<file path="src/rtl/pfce_pkg.sv">
package pfce_pkg;

    // Guard operating states
    typedef enum logic [1:0] {
        GS_RUN   = 2'd0,   // supply good, enable passes through
        GS_PASS  = 2'd1,   // fault seen, access still allowed under grace
        GS_LOCK  = 2'd2,   // fault, memory blocked
        GS_RECOV = 2'd3    // supply back, blocked while settling
    } guard_state_e;

    // Bits needed to count 0 .. n-1
    function automatic int cnt_bits(input int n);
        return (n < 2) ? 1 : $clog2(n);
    endfunction

    function automatic logic blocks_memory(input guard_state_e s);
        return (s == GS_LOCK) || (s == GS_RECOV);
    endfunction

endpackage

</file>
<file path="src/rtl/pfce_sync.sv">
module pfce_sync #(
    parameter int STAGES = 2
) (
    input  logic clk,
    input  logic rst,
    input  logic d,
    output logic q
);
    logic [STAGES-1:0] chain;

    always_ff @(posedge clk) begin
        if (rst) chain <= '0;
        else     chain <= {chain[STAGES-2:0], d};
    end

    assign q = chain[STAGES-1];
endmodule

</file>
<file path="src/rtl/pfce_tick_cnt.sv">
module pfce_tick_cnt #(
    parameter int LIMIT = 3
) (
    input  logic clk,
    input  logic rst,
    input  logic clr,
    input  logic en,
    output logic done
);
    localparam int CW = pfce_pkg::cnt_bits(LIMIT);
    localparam logic [CW-1:0] LAST = CW'(LIMIT - 1);

    logic [CW-1:0] cnt;

    assign done = en && (cnt == LAST);

    always_ff @(posedge clk) begin
        if (rst || clr)  cnt <= '0;
        else if (done)   cnt <= '0;
        else if (en)     cnt <= cnt + CW'(1);
    end
endmodule

</file>
<file path="src/rtl/pfce_fsm.sv">
module pfce_fsm
    import pfce_pkg::*;
(
    input  logic         clk,
    input  logic         rst,
    input  logic         pf_sync,
    input  logic         host_ce_n,
    input  logic         grace_done,
    input  logic         recov_done,
    output guard_state_e state
);
    guard_state_e nxt;

    always_comb begin
        nxt = state;
        unique case (state)
            GS_RUN:   if (pf_sync) nxt = host_ce_n ? GS_LOCK : GS_PASS;
            GS_PASS:  if (!pf_sync)                    nxt = GS_RECOV;
                      else if (host_ce_n || grace_done) nxt = GS_LOCK;
            GS_LOCK:  if (!pf_sync) nxt = GS_RECOV;
            GS_RECOV: if (pf_sync)         nxt = GS_LOCK;
                      else if (recov_done) nxt = GS_RUN;
            default:  nxt = GS_LOCK;
        endcase
    end

    always_ff @(posedge clk) begin
        if (rst) state <= GS_RECOV;
        else     state <= nxt;
    end
endmodule

</file>
<file path="src/rtl/pfce_guard.sv">
module pfce_guard
    import pfce_pkg::*;
#(
    parameter int GRACE_TICKS = 3,       // 0.5 us ticks: 1.5 us
    parameter int RECOV_TICKS = 100000,  // 0.5 us ticks: 50 ms
    parameter int SYNC_STAGES = 2
) (
    input  logic clk,
    input  logic rst,
    input  logic host_ce_n,
    input  logic pwr_fail,
    input  logic us_tick,
    output logic mem_ce_n,
    output logic protect_on
);
    logic         pf_sync;
    guard_state_e state;
    logic         grace_done;
    logic         recov_done;

    pfce_sync #(.STAGES(SYNC_STAGES)) u_sync (
        .clk (clk), .rst (rst), .d (pwr_fail), .q (pf_sync)
    );

    pfce_tick_cnt #(.LIMIT(GRACE_TICKS)) u_grace (
        .clk  (clk),
        .rst  (rst),
        .clr  (state != GS_PASS),
        .en   (us_tick && (state == GS_PASS)),
        .done (grace_done)
    );

    pfce_tick_cnt #(.LIMIT(RECOV_TICKS)) u_recov (
        .clk  (clk),
        .rst  (rst),
        .clr  (state != GS_RECOV),
        .en   (us_tick && (state == GS_RECOV)),
        .done (recov_done)
    );

    pfce_fsm u_fsm (
        .clk        (clk),
        .rst        (rst),
        .pf_sync    (pf_sync),
        .host_ce_n  (host_ce_n),
        .grace_done (grace_done),
        .recov_done (recov_done),
        .state      (state)
    );

    assign protect_on = blocks_memory(state);
    assign mem_ce_n   = protect_on ? 1'b1 : host_ce_n;
endmodule

</file>
<file path="config.mk">
export PLATFORM = sky130hd
export DESIGN_NAME = pfce_guard
export DESIGN_NICKNAME = d
export VERILOG_FILES = /design/src/rtl/pfce_pkg.sv /design/src/rtl/pfce_sync.sv /design/src/rtl/pfce_tick_cnt.sv /design/src/rtl/pfce_fsm.sv /design/src/rtl/pfce_guard.sv
export SDC_FILE = /design/constraint.sdc
export NUM_CORES = 1
export LEC_CHECK = 0
export ABC_CLOCK_PERIOD_IN_PS = 3400
export BUFFER_PORTS_ARGS = -buffer_cell sky130_fd_sc_hd__buf_4
export CORE_MARGIN = 3
export CORE_UTILIZATION = 45
export CTS_CLUSTER_DIAMETER = 100
export DETAILED_ROUTE_END_ITERATION = 8
export PLACE_DENSITY = 0.61
export RECOVER_POWER = 50
export SYNTH_ARGS = -nofsm -noshare
export SYNTH_HDL_FRONTEND = slang
export SYNTH_HIERARCHICAL = 1
export SYNTH_SLANG_ARGS = --single-unit
</file>
<file path="constraint.sdc">
create_clock -name clk -period 3.4 [get_ports clk]
set_clock_uncertainty 0.2 [all_clocks]
set_input_delay 0.51 -clock clk [delete_from_list [all_inputs] [get_ports clk]]
set_output_delay 0.51 -clock clk [all_outputs]
set_load 0.02 [all_outputs]
</file>
==> results.txt <==
The largest driver fanout on the critical path came out at 12. The average detailed-routed wire length per instance came out at 13.1 um. The number of clock sinks came out at 23. The number of violations reported at the end of detailed-routing iteration 0 came out at 16. The max-slew violation count came out at 0. The flow ran to the end, and the final reports show no timing, DRC or antenna violations. The floorplan step defined a core boundary enclosing 2320 sq um. The antenna diode count is 0. The data arrival time of the critical path is 2690 ps.

The clock-pin slew reported for the worst setup and hold paths after clock tree synthesis came out at 120 ps. Setup repair after global routing left no endpoint under its margin. The area added between synthesis and finish came out at 3.78%. The clock period minus final worst setup slack came out at 2640 ps.

The count of nets left with antenna violations after detail routing came out at 0. The tree is rooted in a sky130_fd_sc_hd__clkbuf_4. The post-synthesis net count is 132. The share of total power dissipated in combinational logic is 0.049. After global routing the overflow that remains totals 0. The number of buffer cells added on primary ports is 6. The post-cts resize count came out at 0. The proportion of layout cells with a drive suffix above 1 is 0.115. The number of vias in the routed layout is 880.

The share of total power dissipated in the clock network is 0.296. The buffer depth of the longest clock path is 2. The Yosys step of the flow raised 6 warnings. Of the total power, the share spent switching nets is 0.230. The required time of the critical path came out at 3450 ps.

In the layout the commonest cells are 23 x sky130_fd_sc_hd__dfxtp_1, 16 x sky130_fd_sc_hd__nor2_1, 8 x sky130_fd_sc_hd__nand2_1, 8 x sky130_fd_sc_hd__nand4_1. The number of cells after detailed placement came out at 155. The post-route setup TNS is 0 ps. The combined area of all synthesized cells is 1160 sq um. The half-perimeter wire length after detailed placement came out at 1500 um. STA classifies the critical path startpoint as a flop.

In this run the static leakage power is 0.385 nW. In the global route stage, overall resource usage came out at 0.142. The floorplan has 17 rows.

Headroom to the max-slew limit came out at 0.698. TritonCTS created 3 clock buffers. The routability-driven placement congestion ratio is 0.746. The final routed wirelength across all metal layers is between 2000 and 2500 um. The number of global-route vias before repair is 799. The number of hold buffers added after CTS is 0.

Among all flip-flop cells after synthesis, the most frequent one is sky130_fd_sc_hd__dfxtp_1. The number of placed I/O pins is 7. The global-route wire length before repair is about 3600 um. TritonCTS built the clock tree. The worst-skew pair later-pin latency is 310 ps. The count of final setup violators came out at 0.

STA classifies the critical path endpoint as a flop. At the pin with the least slew margin, the transition time is approximately 450 ps. The number of nets at the end of the flow is approximately 140. The detailed-router iteration count before antenna repair came out at 4. Power spread over the standard cell area amounts to 354 nW/um^2. The share of flip-flops with an asynchronous set or reset after synthesis came out at 0. After detailed routing, the number of remaining DRC violations is 0. Leaving out fill and tap cells, the most frequent cell in the layout is sky130_fd_sc_hd__dfxtp_1. The floorplan die area is 3220 sq um. The pin count of the biggest net entering global routing came out at 18.

The critical path is of the flop to flop type. The standard cell area after detailed placement came out at 1210 sq um. The number of max-cap violations came out at 0. The final count of hold timing violations came out at 0. In this run the horizontal extent of the chip is about 57 um. Once layout is done, the placed cells without fillers occupy 1200 sq um. In this run the worst hold path is classified as input pin to flop. The synthesized flop and latch total came out at 23.

The initial core utilization came out at 0.500. The post-CTS repair timing setup buffer count is 0. Each instance of the synthesized netlist takes up on average 9.27 sq um.

The floorplan step set the die height to ~57 um. Static timing analysis puts the maximum clock frequency at about 380 MHz. IR analysis of the VDD net gives a maximum drop of 234 uV.

The number of distinct library cells after synthesis came out at 40. Of the total power, registers draw 0.655. The number of enable-type register cells in the synthesized netlist came out at 0. The number of cells produced by synthesis came out at 125. The internal portion of total power came out at 0.328 mW.

The worst-case setup margin in the final layout is between 700 and 800 ps. The total power of the final layout came out at 0.426 mW. The H-tree depth is 1. Of the synthesized area, sequential elements account for 0.397. The part of the cycle the worst path needs is 0.776.

The routed via count divided by cell count is between 5 and 6. The worst setup timing slack at the placement stage came out at 1030 ps. The switching power of the nets came out at just under 0.1 mW.

The initial antenna violation count is 0. The finished layout holds around 160 standard cells, fillers aside.
per-layer routing:
layer / track usage / up-vias / wire, um
met5: 0 / - / 0
met4: 0.0762 / 0 / 31
met3: 0.0322 / 4 / 61
met2: 0.190 / 10 / 822
met1: 0.208 / 404 / 1160
li1: - / 462 / -
final timing paths:
check	cells after the start	to	slack, ps	from
worst max register to register	5	u_recov/cnt[16]$_SDFFE_PP0P_	760	u_fsm/state[1]$_SDFFE_PP1P_
worst min-delay path	2	u_sync/chain[0]$_SDFF_PP0_	210	pwr_fail
worst max-delay path	5	u_recov/cnt[16]$_SDFFE_PP0P_	760	u_fsm/state[1]$_SDFFE_PP1P_
worst min register to register	1	u_sync/chain[1]$_SDFF_PP0_	260	u_sync/chain[0]$_SDFF_PP0_
synth_stat cells (3+ instances only):
| library cell | count | share of area |
|---|---|---|
| sky130_fd_sc_hd__or3_1 | 3 | 0.016 |
| sky130_fd_sc_hd__xor2_1 | 7 | 0.053 |
| sky130_fd_sc_hd__nand3_1 | 4 | 0.017 |
| sky130_fd_sc_hd__nor2_1 | 16 | 0.052 |
| sky130_fd_sc_hd__nand2_1 | 8 | 0.026 |
| sky130_fd_sc_hd__nand4_1 | 7 | 0.038 |
| sky130_fd_sc_hd__nand2b_1 | 3 | 0.016 |
| sky130_fd_sc_hd__dfxtp_1 | 23 | 0.40 |
| sky130_fd_sc_hd__o21ai_0 | 3 | 0.013 |
| sky130_fd_sc_hd__nor4_1 | 6 | 0.032 |
| sky130_fd_sc_hd__xnor2_1 | 7 | 0.053 |
stage by stage:
stage / hold WS, ps / utilization
final: 210 / 0.519
after global routing: 205 / 0.519
after CTS: 187 / 0.533
after detailed placement: 231 / 0.521
after global placement: 234 / 0.521
after floorplan: 214 / -
state kept, by name, summed over array words and instances (netlist names):
name	cells
u_recov/cnt	17
u_fsm/state	2
u_grace/cnt	2
u_sync/chain	2
power by group through the flow:
stage | sequential, mW | combinational, mW | clock [mW]
2_1_floorplan | 0.283 | 0.0173 | 0
5_1_grt | 0.280 | 0.0238 | 0.149
4_1_cts | 0.279 | 0.0224 | 0.135
6_report | 0.279 | 0.0210 | 0.126
3_3_place_gp | 0.285 | 0.0219 | 0
3_5_place_dp | 0.285 | 0.0222 | 0
cell families (layout without fill, tap and decap cells):
group / Yosys count / after routing / share of synthesized area
AOI/OAI and AO/OA: 12 / 12 / 0.0853
muxes: 1 / 1 / 0.00864
DFF: 23 / 23 / 0.397
xor gates and xnor gates: 14 / 14 / 0.106
and+or+nand+nor: 68 / 68 / 0.352
adders and majority gates: 2 / 2 / 0.0216
buffers and inverters: 5 / 11 / 0.0292
critical path, cell delays in order, from the launching register on:
cell                      delay, ps
sky130_fd_sc_hd__dfxtp_1        510
sky130_fd_sc_hd__and3_1         420
sky130_fd_sc_hd__nand4_1        330
sky130_fd_sc_hd__or4_4          610
sky130_fd_sc_hd__or3_1          350
sky130_fd_sc_hd__a21oi_1        140
cell type report:
cell class,count,area [sq um]
inverters,1,3.75
repair buffers,6,33.8
flip-flops and latches,23,460
well taps,28,35.0
clock buffers,4,26.3
multi-input cells,97,643
fillers,226,1120
Power figures use the tool's default switching activity.
